**src/rtl/psw_unit_pkg.sv**
```systemverilog
package psw_unit_pkg;

  typedef struct packed {
    logic       cy;
    logic       ac;
    logic       f0;
    logic [1:0] bank;
    logic       ov;
    logic       f1;
    logic       p;
  } psw_t;

  localparam int unsigned PSW_W  = $bits(psw_t);
  localparam int unsigned BANK_W = 2;

endpackage

```
**src/rtl/psw_parity_gen.sv**
```systemverilog
module psw_parity_gen #(
  parameter int unsigned ACC_W = 8
) (
  input  logic             clk_i,
  input  logic             rst_ni,
  input  logic [ACC_W-1:0] acc_i,
  output logic             par_o
);
  logic [ACC_W-1:0] chain;

  // ripple XOR chain
  generate
    for (genvar i = 0; i < ACC_W; i++) begin : g_chain
      if (i == 0) begin : g_first
        assign chain[i] = acc_i[i];
      end else begin : g_next
        assign chain[i] = chain[i-1] ^ acc_i[i];
      end
    end
  endgenerate

  always_ff @(posedge clk_i or negedge rst_ni) begin
    if (!rst_ni) par_o <= 1'b0;
    else         par_o <= chain[ACC_W-1];
  end
endmodule

```
**src/rtl/psw_flag_regs.sv**
```systemverilog
module psw_flag_regs
  import psw_unit_pkg::*;
(
  input  logic  clk_i,
  input  logic  rst_ni,
  input  logic  upd_i,
  input  logic  cy_i,
  input  logic  ac_i,
  input  logic  ov_i,
  input  logic  wr_en_i,
  input  psw_t  wr_word_i,
  output psw_t  flags_o
);
  // arithmetic-owned bits: ALU update has priority over a write
  always_ff @(posedge clk_i or negedge rst_ni) begin
    if (!rst_ni) begin
      flags_o.cy <= 1'b0;
      flags_o.ac <= 1'b0;
      flags_o.ov <= 1'b0;
    end else if (upd_i) begin
      flags_o.cy <= cy_i;
      flags_o.ac <= ac_i;
      flags_o.ov <= ov_i;
    end else if (wr_en_i) begin
      flags_o.cy <= wr_word_i.cy;
      flags_o.ac <= wr_word_i.ac;
      flags_o.ov <= wr_word_i.ov;
    end
  end

  // software-owned bits
  always_ff @(posedge clk_i or negedge rst_ni) begin
    if (!rst_ni) begin
      flags_o.f0   <= 1'b0;
      flags_o.bank <= '0;
      flags_o.f1   <= 1'b0;
    end else if (wr_en_i) begin
      flags_o.f0   <= wr_word_i.f0;
      flags_o.bank <= wr_word_i.bank;
      flags_o.f1   <= wr_word_i.f1;
    end
  end

  // parity slot is filled by the parity generator at the top
  assign flags_o.p = 1'b0;
endmodule

```
**src/rtl/psw_bank_map.sv**
```systemverilog
module psw_bank_map #(
  parameter int unsigned BANK_W    = 2,
  parameter int unsigned BANK_REGS = 8,
  localparam int unsigned IDX_W    = $clog2(BANK_REGS),
  localparam int unsigned ADDR_W   = BANK_W + IDX_W
) (
  input  logic [BANK_W-1:0] bank_i,
  input  logic [IDX_W-1:0]  idx_i,
  output logic [ADDR_W-1:0] addr_o
);
  assign addr_o = ADDR_W'(bank_i) * ADDR_W'(BANK_REGS) + ADDR_W'(idx_i);
endmodule

```
**src/rtl/psw_unit.sv**
```systemverilog
module psw_unit
  import psw_unit_pkg::*;
#(
  parameter int unsigned ACC_W     = 8,
  parameter int unsigned BANK_REGS = 8,
  localparam int unsigned IDX_W    = $clog2(BANK_REGS),
  localparam int unsigned ADDR_W   = BANK_W + IDX_W
) (
  input  logic              clk_i,
  input  logic              rst_ni,
  input  logic [ACC_W-1:0]  acc_i,
  input  logic              upd_i,
  input  logic              cy_i,
  input  logic              ac_i,
  input  logic              ov_i,
  input  logic              wr_en_i,
  input  logic [PSW_W-1:0]  wr_data_i,
  input  logic [IDX_W-1:0]  reg_idx_i,
  output logic [PSW_W-1:0]  psw_o,
  output logic [ADDR_W-1:0] rf_addr_o
);
  psw_t flags;
  psw_t wr_word;
  logic par;

  assign wr_word = psw_t'(wr_data_i);

  psw_parity_gen #(.ACC_W(ACC_W)) u_parity (
    .clk_i  (clk_i),
    .rst_ni (rst_ni),
    .acc_i  (acc_i),
    .par_o  (par)
  );

  psw_flag_regs u_flags (
    .clk_i     (clk_i),
    .rst_ni    (rst_ni),
    .upd_i     (upd_i),
    .cy_i      (cy_i),
    .ac_i      (ac_i),
    .ov_i      (ov_i),
    .wr_en_i   (wr_en_i),
    .wr_word_i (wr_word),
    .flags_o   (flags)
  );

  psw_bank_map #(.BANK_W(BANK_W), .BANK_REGS(BANK_REGS)) u_bank (
    .bank_i (flags.bank),
    .idx_i  (reg_idx_i),
    .addr_o (rf_addr_o)
  );

  assign psw_o = {flags.cy, flags.ac, flags.f0, flags.bank, flags.ov, flags.f1, par};
endmodule

```
**config.mk**
```make
export PLATFORM = sky130hd
export DESIGN_NAME = psw_unit
export DESIGN_NICKNAME = d
export VERILOG_FILES = /design/src/rtl/psw_unit_pkg.sv /design/src/rtl/psw_parity_gen.sv /design/src/rtl/psw_flag_regs.sv /design/src/rtl/psw_bank_map.sv /design/src/rtl/psw_unit.sv
export SDC_FILE = /design/constraint.sdc
export NUM_CORES = 1
export LEC_CHECK = 0
export ABC_AREA = 1
export BUFFER_PORTS_ARGS = -buffer_cell sky130_fd_sc_hd__buf_2
export CAP_MARGIN = 25
export CELL_PAD_IN_SITES_DETAIL_PLACEMENT = 1
export CELL_PAD_IN_SITES_GLOBAL_PLACEMENT = 2
export CORE_ASPECT_RATIO = 0.6
export CORE_MARGIN = 4
export CORE_UTILIZATION = 17
export DETAILED_ROUTE_END_ITERATION = 8
export PLACE_DENSITY = 0.73
export REMOVE_ABC_BUFFERS = 1
export SLEW_MARGIN = 20
export SYNTH_ARGS = -nofsm -noshare
export SYNTH_HDL_FRONTEND = slang
export SYNTH_SLANG_ARGS = --single-unit
export TNS_END_PERCENT = 20
```
**constraint.sdc**
```tcl
create_clock -name clk_i -period 1.2 [get_ports clk_i]
set_clock_uncertainty 0.15 [all_clocks]
set_input_delay 0.12 -clock clk_i [delete_from_list [all_inputs] [get_ports clk_i]]
set_output_delay 0.12 -clock clk_i [all_outputs]
set_load 0.02 [all_outputs]
```
**After elaboration in Yosys (flattened, before gate mapping)**

Cells that the tools add are included.

- Memories kept: 0
- Bits in registers: 8
- Latch bits: 0
- Input bits: 26
- Logic and storage cells: 20
- Output and inout bits: 13
- ROM bits: 0
- Memory bits (writable): 0

- Add/subtract/negate cells: 1
- $mul: 0
- Mux-type cells: 4
- Eq/ne operators: 0
- Divide/modulo/power cells: 0
- Reduce and logical (&&, ||, !) cells: 1
- $lt $le $gt $ge: 0
- Bitwise logic cells: 7
- Shift-type cells: 0

Operators by type and width:

| cell | number |
|---|---|
| $xor A1 B1 Y1 | 7 |
| $add A5 B3 Y5 | 1 |
| $mux W2 | 2 |
| $mux W1 | 2 |
| $reduce_bool A2 Y1 | 1 |

**Logic depth before layout (Yosys ltp)**

Gate-level depths: netlist of the first run.

- Word-level depth: 7
- Gate-level depth with buffers: 9
- Depth with buffers taken out: 9

**Cells and area by module**

Synthesis of the first run repeated with hierarchy kept, for this count alone.

- Cell total of the unflattened synthesis: 78
- Area, all modules: 518.0 um^2

Modules (own cells, without submodules):

| module | cells an instance | instances | seq. area each (um^2) | area each (um^2) |
|---|---|---|---|---|
| psw_flag_regs | 43 | 1 | 175.2 | 316.6 |
| psw_parity_gen | 29 | 1 | 25.0 | 156.4 |
| psw_bank_map | 5 | 1 | 0.0 | 37.5 |
| psw_unit | 1 | 1 | 0.0 | 7.5 |

**Least setup slack after synthesis of the first run**

Ideal clock, no wire load.

- Path kind: reg-to-reg
- Start point: reg u_flags.flags_o[2] (netlist name)
- End point: reg u_flags.flags_o[2] in the netlist's numbering
- Required time: 927 ps
- Clock period less this slack: 951 ps
- Arrival: 678 ps
- Stages on the path, launching flop included: 3
- Path buffers: 0
- Setup time: 123 ps
- Setup slack: 249 ps
- Cells stage by stage: dfrtp_1 -> nor3_1 -> nor3_1

RTL lines:

| what | line | text |
|---|---|---|
| end: declaration | psw_flag_regs.sv:12 | `output psw_t flags_o` |

**Worst setup path after layout of the first run**

- Start point: reg u_flags.flags_o[3] in the netlist's numbering
- End point: out rf_addr_o[3]

- Cells in the longest elaborated chain, start to end: 1

Ends and longest elaborated chain:

| what | line | text |
|---|---|---|
| $add A5 B3 Y5 | psw_bank_map.sv:11 | `assign addr_o = ADDR_W'(bank_i) * ADDR_W'(BANK_REGS) + ADDR_W'(idx_i);` |
| end: declaration | psw_unit.sv:20 | `output logic [ADDR_W-1:0] rf_addr_o` |

No other way between the ends.

==> results of run 1 <==
==> registers in the layout, indices dropped and copies added (netlist names) <==
signal,cells
u_flags.flags_o,7
u_parity.par_o,1
==> worst reg2reg max path, stage by stage (launching register included) <==
cell	delay [ns]
dfrtp_1	0.38
nor3_1	0.19
nor3_1	0.07
==> timing repair <==
action / CTS / global route
setup endpoints to repair: 0 / 0
endpoints found under the hold margin: 12 / 0
hold buffers: 5 / 0
setup buffers: 0 / 0
==> layer usage <==
layer  wire, microns  vias to the layer above  global-route usage [%]  part of all wire, %
met2             703                       19                   14.76                   48
met4               0                        0                   1.775                    0
met1             633                      236                   8.891                   43
met5               0                        -                       0                    0
met3             136                        0                   4.545                  9.2
li1                -                      270                       -                    -
==> logic make-up (layout without fill, tap and decap cells) <==
kind of cell | Yosys count | after routing
AND/OR/NAND/NOR | 43 | 43
buffers and inverters | 17 | 49
flip-flops | 8 | 8
XOR/XNOR | 1 | 1
==> worst min path at each step <==
stage / endpoint / slack [ns] / depth (start not counted)
global route: u_flags.flags_o[2]$_DFFE_PN0P_ / 0.05 / 3
detailed placement: u_flags.flags_o[5]$_DFFE_PN0P_ / -0.18 / 1
finish: u_flags.flags_o[6]$_DFFE_PN0P_ / 0.04 / 3
global placement: u_flags.flags_o[7]$_DFFE_PN0P_ / -0.17 / 1
floorplan: u_flags.flags_o[1]$_DFFE_PN0P_ / -0.33 / 0
CTS: u_flags.flags_o[6]$_DFFE_PN0P_ / 0.04 / 3
==> power by group through the flow <==
stage,Combinational [mW],Sequential [mW],Clock [mW]
2_1_floorplan,0.0672,0.360,0
3_3_place_gp,0.205,0.316,0
3_5_place_dp,0.212,0.317,0
4_1_cts,0.225,0.314,0.326
5_1_grt,0.248,0.316,0.344
6_report,0.220,0.313,0.317
==> cell type report <==
class                   instances  area, sq um  area share [%]
well taps                      32        40.04           5.508
flip-flops and latches          8        200.2           27.54
clock buffers                   3        41.29           5.680
inverters                      10        37.54           5.164
repair buffers                 36        205.2           28.23
multi-input cells              44        202.7           27.88
==> through the flow <==
step                      instance area, sq um  worst slack [ns]  total power [mW]  std cells
after detailed placement                 635.6            0.1736            0.5295        125
after global placement                   635.6            0.2217            0.5216        125
after CTS                                726.9            0.1481            0.8655        133
final                                    726.9            0.1556            0.8503        133
after global routing                     726.9            0.1205            0.9092        133
after floorplan                          440.4            0.2488            0.4270         62
==> placed cells by master (no fill, tap or decap), types with 2 or more instances in the layout <==
master and count:
nand2_1 25, nand3_2 2, inv_2 2, dlygate4sd3_1 5, clkbuf_8 3, nor3_1 9, dfrtp_1 8, nor2_1 3
buf_2 31, inv_1 8, nand3_1 2
==> summary.txt, run 1 <==
Yosys
  – Post-synthesis instance total: 69
  – YS warnings: 0
  – Yosys reg bits: 8
  – Adder-Cell Fraction of Synth Area: 0%
  – Count leader, synth: nand2_1
  – Synth Area in Simple Gates: 39.54%
  – Predominant post-synthesis flop cell: dfrtp_1
  – Post-Synth XOR/XNOR Area: 1.786%
  – Post-synth top area share: around two fifths
  – Top post-synthesis cells by count: nand2_1, nor3_1, dfrtp_1, inv_1, buf_4
  – Register area share after synthesis: between 40% and 50%
  – Synth area leaders: dfrtp_1, nand2_1, nor3_1
  – Synth Area in Compound Gates: 0%
  – Synth Cell Area: just under 500 sq um
  – Asr flop ratio synth: 100.0%
  – Synth unique cells: 13
  – Post-synth top area cell: dfrtp_1
  – Largest family of logic cells by synthesized area: simple AND/OR/NAND/NOR gates
  – Post-synthesis mux area share: 0%
  – Number of flops mapped to enable cells by yosys: 0
  – Post-synthesis area per instance: about 7.1 sq um

Place
  – Final GP Congestion: around 0.70
  – Buffers on Ports: 31
  – Placed wire-length estimate: approximately 1200 microns

GRT
  – Pin count of the biggest net entering global routing: 9
  – Global-route wire length before repair: roughly 2500 microns
  – Initial antenna violation count: 0
  – Vias in the first global route: 566
  – GRT Overall Usage: 8.376%
  – Gr ovfl total: 0

Setup path
  – CP max stage delay: between 0.3 and 0.4 ns
  – Worst Setup EP: rf_addr_o[3]
  – Critical Path AT: between 0.7 and 0.8 ns
  – Crit-path leading delay family: flip-flops
  – Stages on worst setup path: 1
  – CP cell instances: buf_2
  – Slowest cell on crit path: dfrtp_1
  – Buf/Inv on CP: 1
  – Critical path launch point type: register
  – CP max FO: 3
  – CP endpoint kind: primary output
  – Worst Setup SP: u_flags.flags_o[3]$_DFFE_PN0P_
  – Worst reg2reg endpoint: u_flags.flags_o[2]$_DFFE_PN0P_
  – FF-to-FF Start: u_flags.flags_o[2]$_DFFE_PN0P_
  – FF-to-FF path depth: 2
  – Reg-to-reg setup timing slack: approximately 0.30 ns
  – CP Class: register to primary output
  – Critical Path RT: about 0.93 ns

Routing
  – Vias: between 500 and 600
  – Routed Antenna Nets: 0
  – Avg WL per Cell: between 10 and 15 microns
  – DR iter-0 viols: 11
  – Vias/cell: 3.947
  – DRC Markers: 0
  – Number of detailed-route iterations in the first pass: 3
  – Total Wirelength: 1473 microns

Timing
  – Worst rel slew slack: 87.82%
  – Fin. max-slew vios: 0
  – Worst-Margin Slew: approximately 0.18 ns
  – Hold Worst Slack: about 0.042 ns
  – Final Setup Violations: 0
  – RSZ-0062 raised after global routing: no
  – Post-layout min period: around 1.0 ns
  – Final Hold Vio Count: 0
  – Final setup TNS: 0 ns
  – FMAX: 957.5 MHz
  – Fin crit share: 87.04%

Clock network
  – CTS tree: built
  – Root Driver: clkbuf_8
  – Worst-Skew Late Latency: between 0.2 and 0.25 ns
  – Post_cts resized: 0
  – Clk buf depth: 2
  – Reg clk slew, reported paths: 0.04 ns
  – H-Tree Level Count: 1
  – Num CTS Buffers: 3
  – Clk sinks: 8

Power
  – Leak Pwr: around 0.42 nW
  – Int Power: around 0.61 mW
  – P per Cell Area: between 1000 and 1500 nW/um^2
  – Worst IR Drop VDD: roughly 0.00036 V
  – Flop pwr share: between 30% and 40%
  – Switching pwr: between 0.2 and 0.25 mW
  – Gate power share: ~26%
  – Sw Ratio: between 20% and 30%
  – Clock Power Share: 37.2%

Run
  – Max capacitance violation total: 0

Die
  – Ports: 39
  – Core Area: about 2600 sq um
  – Die area: around 3800 sq um
  – Row cnt: 14
  – Initial Util: a little under a fifth
  – Die Y: approximately 50 microns
  – Die W: roughly 77 microns

Run status
  – Status: complete, no violations

Worst hold path
  – Worst hold path type: primary input to register
  – HP Start: ac_i

Final layout
  – Fraction of layout cells with a size suffix above 1: 38.61%
  – Area Overhead vs Synth: 48.21%
  – Nets: approximately 130
  – Count of fill cells added during filler insertion: approximately 340
  – ANT cells: 0
  – Core Util, Final: between 20% and 30%
No activity file was read; power rests on OpenSTA's default activity.
==> inputs of run 2 (changes only) <==
- ABC_AREA: 1 -> not set
- CORE_ASPECT_RATIO: 0.6 -> not set
- CORE_UTILIZATION: 17 -> 18
- PLACE_DENSITY: 0.73 -> 0.75
==> run 2 against run 1 <==
Against the previous run:
- worst setup slack got worse by 0.026 ns
- routed wire length fell by 28%
- die area fell by 19%
- total power fell by 11%
- critical path type unchanged
- critical endpoint is now rf_addr_o[4]
- largest cell class unchanged
- largest power group is now sequential cells
- highest routed layer unchanged
==> summary.txt, run 2 <==
Worst hold path
  – Worst hold path type: primary input to register

Place
  – Final GP Congestion: 0.6538 (-6.8%)
  – Post-Place Worst Slack: 0.2365 ns (+0.06294 ns)
  – Buffers on Ports: 31 (unchanged)

Routing
  – Vias: 379 (-28%)
  – DRC Markers: 0 (unchanged)
  – Total Wirelength: 1054 microns (-28%)
  – Routed Antenna Nets: 0 (unchanged)
  – Vias/cell: 3.828 (-3.0%)
  – Number of detailed-route iterations in the first pass: 1 (-2)
  – Avg WL per Cell: 10.65 microns (-3.9%)
  – DR iter-0 viols: 0 (-11)

GRT
  – Initial antenna violation count: 0 (unchanged)
  – Pin count of the biggest net entering global routing: 9 (unchanged)
  – Vias in the first global route: 374 (-34%)
  – GRT Overall Usage: 6.865% (-1.5 points)
  – Gr ovfl total: 0 (unchanged)
  – Global-route wire length before repair: 1614 microns (-36%)

Setup path
  – Reg-to-reg setup timing slack: 0.29 ns (about the same)
  – FF-to-FF Start: u_flags.flags_o[4]$_DFFE_PN0P_
  – FF-to-FF path depth: 1 (-1)
  – Crit-path leading delay family: flip-flops
  – CP max stage delay: 0.39 ns (about the same)
  – Worst Setup EP: rf_addr_o[4]
  – Critical Path AT: 0.80 ns (+0.03 ns)
  – CP cell instances: buf_2
  – Critical path launch point type: register
  – Stages on worst setup path: 1 (unchanged)
  – CP Class: register to primary output
  – Slowest cell on crit path: dfrtp_1
  – Worst Setup SP: u_flags.flags_o[4]$_DFFE_PN0P_
  – CP endpoint kind: primary output
  – Buf/Inv on CP: 1 (unchanged)
  – CP max FO: 3 (unchanged)
  – Critical Path RT: 0.93 ns (about the same)
  – Worst reg2reg endpoint: u_flags.flags_o[4]$_DFFE_PN0P_

Yosys
  – Number of flops mapped to enable cells by yosys: 0 (unchanged)
  – Top post-synthesis cells by count: dfrtp_1, buf_4, xnor2_1
  – Asr flop ratio synth: 100.0% (unchanged)
  – Register area share after synthesis: 48.48% (+7.7 points)
  – Post-synth top area cell: dfrtp_1
  – Yosys reg bits: 8 (unchanged)
  – Predominant post-synthesis flop cell: dfrtp_1
  – Post-synthesis instance total: 35 (-49%)
  – Post-synth top area share: 48.48% (+7.7 points)
  – Synth Cell Area: 412.9 sq um (-16%)
  – Synth unique cells: 9 (-4)
  – Post-synthesis area per instance: 11.80 sq um (+66%)
  – Synth area leaders: dfrtp_1, xnor2_1, buf_4
  – Count leader, synth: dfrtp_1
  – YS warnings: 0 (unchanged)

Power
  – Flop pwr share: 42.5% (+5.7 points)
  – Worst IR Drop VDD: 0.0005758 V (+59%)
  – Overall Power: 0.7578 mW (-11%)
  – P per Cell Area: 1138 nW/um^2 (-2.7%)
  – Switching pwr: 0.2200 mW (-10%)
  – Leak Pwr: 0.3295 nW (-21%)
  – Sw Ratio: 29.03% (+0.23 points)
  – Clock Power Share: 26.0% (-11 points)
  – Int Power: 0.5378 mW (-11%)
  – Gate power share: 31.5% (+5.6 points)

Clock network
  – Root Driver: clkbuf_4
  – Worst-Skew Late Latency: 0.25 ns (+0.03 ns)
  – H-Tree Level Count: 1 (unchanged)
  – Post_cts resized: 0 (unchanged)
  – Reg clk slew, reported paths: 0.05 ns (about the same)
  – Clk sinks: 8 (unchanged)
  – Num CTS Buffers: 3 (unchanged)
  – CTS tree: built
  – Clk buf depth: 2 (unchanged)

Timing
  – Fin. max-slew vios: 0 (unchanged)
  – Worst rel slew slack: 87.11% (-0.71 points)
  – Final setup TNS: 0 ns (unchanged)
  – RSZ-0062 raised after global routing: no
  – Hold Worst Slack: 0.01298 ns (-0.02916 ns)
  – Worst-Margin Slew: 0.1934 ns (+0.01066 ns)
  – FMAX: 934.6 MHz (-2.4%)
  – Final Setup Violations: 0 (unchanged)
  – Final Hold Vio Count: 0 (unchanged)
  – Post-layout min period: 1.070 ns (+0.02553 ns)
  – Fin crit share: 89.16% (+2.1 points)
  – Final WS setup: 0.1300 ns (-0.02552 ns)

Final layout
  – Count of fill cells added during filler insertion: 263 (-22%)
  – Core Util, Final: 30.38% (+2.7 points)
  – Area Overhead vs Synth: 61.21%
  – Register area: 200.2 sq um (unchanged)
  – Biggest regs: u_flags.flags_o: 7 flops, u_parity.par_o: 1 flops
  – Most frequent cells in the layout: buf_2, dlygate4sd3_1, dfrtp_1, xnor2_1, mux2_2
  – ANT cells: 0 (unchanged)
  – Most common cell after layout, fill and taps aside: buf_2
  – Fraction of layout cells with a size suffix above 1: 53.52% (+15 points)
  – Largest Register: u_flags.flags_o
  – Multi-input logic area: 162.7 sq um (-20%)
  – Nets: 99 (-23%)
  – Largest register FFs: 7 (unchanged)

Die
  – Die Y: 55.90 microns (+13%)
  – Ports: 39 (unchanged)
  – Die W: 55.90 microns (-28%)
  – Core Area: 2191 sq um (-17%)
  – Initial Util: 18.85% (+0.18 points)
  – Row cnt: 17 (+3)
  – Die area: 3124 sq um (-19%)

Run
  – Max capacitance violation total: 0 (unchanged)

Run status
  – Status: complete, no violations
[run 2: cell types whose count changed after synthesis, sizes merged, moves of 3 or more]
cell and change:
nor3 -9, o21ai +3, mux2 +4, nor2 -3, nand2 -23, xnor2 +6
mux2i +3, nand3 -4, inv -10
[run 2: what timing repair did]
item / CTS / global route
hold endpoints to repair: 15 / 0
hold buffers: 9 / 0
setup buffers: 0 / 0
[run 2: final cells by class]
type / count / share of cell area (%)
Tap cell: 28 / 5.263
Sequential cell: 8 / 30.08
Clock buffer: 3 / 3.383
Multi-Input combinational cell: 20 / 24.44
Timing Repair Buffer: 40 / 36.84
[run 2: how the worst min path moves through the flow]
stage / startpoint / to / slack (ns) / cells after the start
after floorplan: rst_ni / u_flags.flags_o[1]$_DFFE_PN0P_ / -0.33 / 0
after global placement: rst_ni / u_flags.flags_o[6]$_DFFE_PN0P_ / -0.17 / 1
after detailed placement: rst_ni / u_flags.flags_o[6]$_DFFE_PN0P_ / -0.17 / 1
after CTS: wr_data_i[6] / u_flags.flags_o[6]$_DFFE_PN0P_ / 0.003 / 3
after global routing: wr_data_i[2] / u_flags.flags_o[2]$_DFFE_PN0P_ / 0.02 / 3
final: wr_data_i[6] / u_flags.flags_o[6]$_DFFE_PN0P_ / 0.01 / 3
[run 2: logic make-up after synthesis]
kind of cell           count (synthesis)  share of synthesized area (%)
AO/OA/AOI/OAI                          3                          3.635
AND/OR/NAND/NOR                        3                          2.727
XOR/XNOR                               7                          14.85
multiplexers                           7                          18.18
flip-flops                             8                          48.48
buffers and inverters                  7                          12.12
[run 2: worst min-delay path: cells and delay by family]
kind            cells  cell delay [ns]
compound gates      1             0.13
buf+inv             1             0.07
mux                 1             0.05
[run 2: power groups by stage]
stage | Combinational, mW | Sequential [mW] | Clock (mW)
2_1_floorplan | 0.0636 | 0.383 | 0
3_3_place_gp | 0.217 | 0.325 | 0
3_5_place_dp | 0.220 | 0.327 | 0
4_1_cts | 0.243 | 0.323 | 0.214
5_1_grt | 0.256 | 0.326 | 0.228
6_report | 0.239 | 0.322 | 0.197
[run 2: through the flow]
step | std cells | area, sq um
after floorplan | 28 | 362.8
after global placement | 87 | 553.0
after detailed placement | 87 | 553.0
after CTS | 99 | 665.6
after global routing | 99 | 665.6
final | 99 | 665.6
[run 2: metal layers]
layer / up-vias / track usage [%] / wire length (microns)
li1: 182 / - / -
met1: 175 / 6.347 / 341
met2: 22 / 12.50 / 582
met3: 0 / 4.872 / 130
met4: 0 / 1.017 / 0
met5: - / 0 / 0
==> inputs of run 3 (changes only) <==
- HOLD_SLACK_MARGIN: not set -> 0.15
==> run 3 against run 2 <==
Against the previous run:
- cell area up 11%
- worst setup slack worse by 0.035 ns
- first-iteration DRC count unchanged
- clock power about the same
- flip-flop and latch count unchanged
- via count up 5.0%
- sequential share of layout area down 2.9 points
- routed wire length up 13%
- critical path type is now primary input to async pin
- largest power group unchanged
==> summary.txt, run 3 (synthesis gave the netlist of run 2 again) <==
Clock network
  – CTS tree: built
  – H-Tree Level Count: 1 (unchanged)
  – Post_cts resized: 0 (unchanged)
  – Worst-Skew Late Latency: 0.25 ns (about the same)
  – Clk sinks: 8 (unchanged)
  – Num CTS Buffers: 3 (unchanged)
  – Hold-fix buffers, CTS: 16 (+7)
  – Root Driver: clkbuf_4
  – Reg clk slew, reported paths: 0.05 ns (about the same)
  – Clk buf depth: 2 (unchanged)

Final layout
  – Largest register FFs: 7 (unchanged)
  – Fraction of layout cells with a size suffix above 1: 48.72% (-4.8 points)
  – Most frequent cells in the layout: buf_2, dlygate4sd3_1, dfrtp_1, xnor2_1, mux2_2
  – ANT cells: 0 (unchanged)
  – Register area: 200.2 sq um (unchanged)
  – Non-Filler Instances: 106 (+7.1%)
  – Multi-input logic area: 162.7 sq um (unchanged)
  – Core Util, Final: 33.58% (+3.2 points)
  – Area Overhead vs Synth: 78.18%
  – Largest Register: u_flags.flags_o
  – Most common cell after layout, fill and taps aside: buf_2
  – Biggest regs: u_flags.flags_o: 7 flops, u_parity.par_o: 1 flops
  – Count of fill cells added during filler insertion: 259 (-1.5%)
  – Nets: 106 (+7.1%)

GRT
  – GRT Overall Usage: 7.873% (+1.0 points)
  – Gr ovfl total: 0 (unchanged)
  – Initial antenna violation count: 0 (unchanged)
  – Pin count of the biggest net entering global routing: 9 (unchanged)
  – Vias in the first global route: 410 (+9.6%)
  – Global-route wire length before repair: 1842 microns (+14%)

Timing
  – Fin. max-slew vios: 0 (unchanged)
  – Final setup TNS: 0 ns (unchanged)
  – Final Setup Violations: 0 (unchanged)
  – Worst rel slew slack: 84.77% (-2.3 points)
  – Hold Worst Slack: 0.1351 ns (+0.1221 ns)
  – RSZ-0062 raised after global routing: no
  – Final Hold Vio Count: 0 (unchanged)
  – Post-layout min period: 1.105 ns (+0.03465 ns)
  – Worst-Margin Slew: 0.2277 ns (+0.03431 ns)
  – FMAX: 905.3 MHz (-3.1%)
  – Fin crit share: 92.05% (+2.9 points)

Routing
  – Avg WL per Cell: 11.28 microns (+6.0%)
  – DR iter-0 viols: 0 (unchanged)
  – Vias/cell: 3.755 (-1.9%)
  – Vias: 398 (+5.0%)
  – Number of detailed-route iterations in the first pass: 1 (unchanged)
  – Total Wirelength: 1196 microns (+13%)
  – Routed Antenna Nets: 0 (unchanged)
  – DRC Markers: 0 (unchanged)

Setup path
  – Critical Path AT: 1.40 ns (+0.60 ns)
  – Stages on worst setup path: 3 (+2)
  – CP Class: primary input to async pin
  – CP max FO: 8 (+5)
  – Crit-path leading delay family: buffers and inverters
  – Slowest cell on crit path: dlygate4sd3_1
  – CP endpoint kind: async pin
  – CP dominant cell by count: dlygate4sd3_1
  – Critical Path RT: 1.49 ns (+0.56 ns)
  – CP cell instances: dlygate4sd3_1 -> dlygate4sd3_1 -> buf_2
  – FF-to-FF path depth: 1 (unchanged)
  – CP max stage delay: 0.54 ns (+0.15 ns)
  – Critical path launch point type: primary input
  – Buf/Inv on CP: 3 (+2)

Power
  – Worst IR Drop VDD: 0.0005963 V (+3.6%)
  – P per Cell Area: 1067 nW/um^2 (-6.3%)
  – Leak Pwr: 0.3587 nW (+8.9%)
  – Overall Power: 0.7851 mW (+3.6%)

Die
  – Die Y: 55.90 microns (unchanged)
  – Initial Util: 18.85% (unchanged)
  – Row cnt: 17 (unchanged)
  – Die area: 3124 sq um (unchanged)
  – Ports: 39 (unchanged)
  – Core Area: 2191 sq um (unchanged)
  – Die W: 55.90 microns (unchanged)

Run status
  – Status: complete, no violations

Place
  – Placed Cells: 87 (unchanged)
  – Buffers on Ports: 31 (unchanged)
  – Final GP Congestion: 0.6538 (unchanged)

Run
  – Max capacitance violation total: 0 (unchanged)

Worst hold path
  – WHS Path Cells: 2 (-1)
  – Worst hold path type: primary input to register
-- run 3: changes by cell type in the layout (fill, tap and decap cells not counted), sizes merged --
cell / change
dlygate4sd3: +7
-- run 3: metal layers --
layer / up-vias / share of wire (%) / global-route usage [%]
met1: 180 / 30 / 7.475
li1: 196 / - / -
met2: 22 / 59 / 14.70
met5: - / 0 / 0
met4: 0 / 0 / 1.017
met3: 0 / 11 / 4.872
-- run 3: through the flow --
stage               instance area (sq um)  setup slack (ns)
detailed placement                  553.0            0.2365
CTS                                 735.7           0.09998
finish                              735.7           0.09538
global route                        735.7           0.01633
global placement                    553.0            0.2403
floorplan                           362.8            0.1154
-- run 3: final cells by class --
type	count	share of cell area, %
Tap cell	28	4.762
Clock buffer	3	3.061
Multi-Input combinational cell	20	22.11
Timing Repair Buffer	47	42.86
Sequential cell	8	27.21
-- run 3: what timing repair did --
action                                  in CTS  in global routing
endpoints found under the hold margin       19                  4
endpoints found under the setup margin       0                  0
setup buffers                                0                  0
-- run 3: final timing paths --
kind / from / to / slack (ns)
setup / recovery: rst_ni / u_flags.flags_o[7]$_DFFE_PN0P_ / 0.1
hold / removal: wr_en_i / u_flags.flags_o[1]$_DFFE_PN0P_ / 0.14
setup reg to reg: u_flags.flags_o[4]$_DFFE_PN0P_ / u_flags.flags_o[4]$_DFFE_PN0P_ / 0.29
hold reg to reg: u_flags.flags_o[1]$_DFFE_PN0P_ / u_flags.flags_o[1]$_DFFE_PN0P_ / 0.35
max in group clk_i: u_flags.flags_o[4]$_DFFE_PN0P_ / rf_addr_o[4] / 0.13
min in group asynchronous: rst_ni / u_flags.flags_o[6]$_DFFE_PN0P_ / 0.64
-- run 3: where the power goes --
part	switching (mW)	total [mW]	internal (mW)
clock	0.0839	0.198	0.114
combinational	0.132	0.265	0.132
sequential	0.0157	0.323	0.307
total	0.232	0.785	0.553
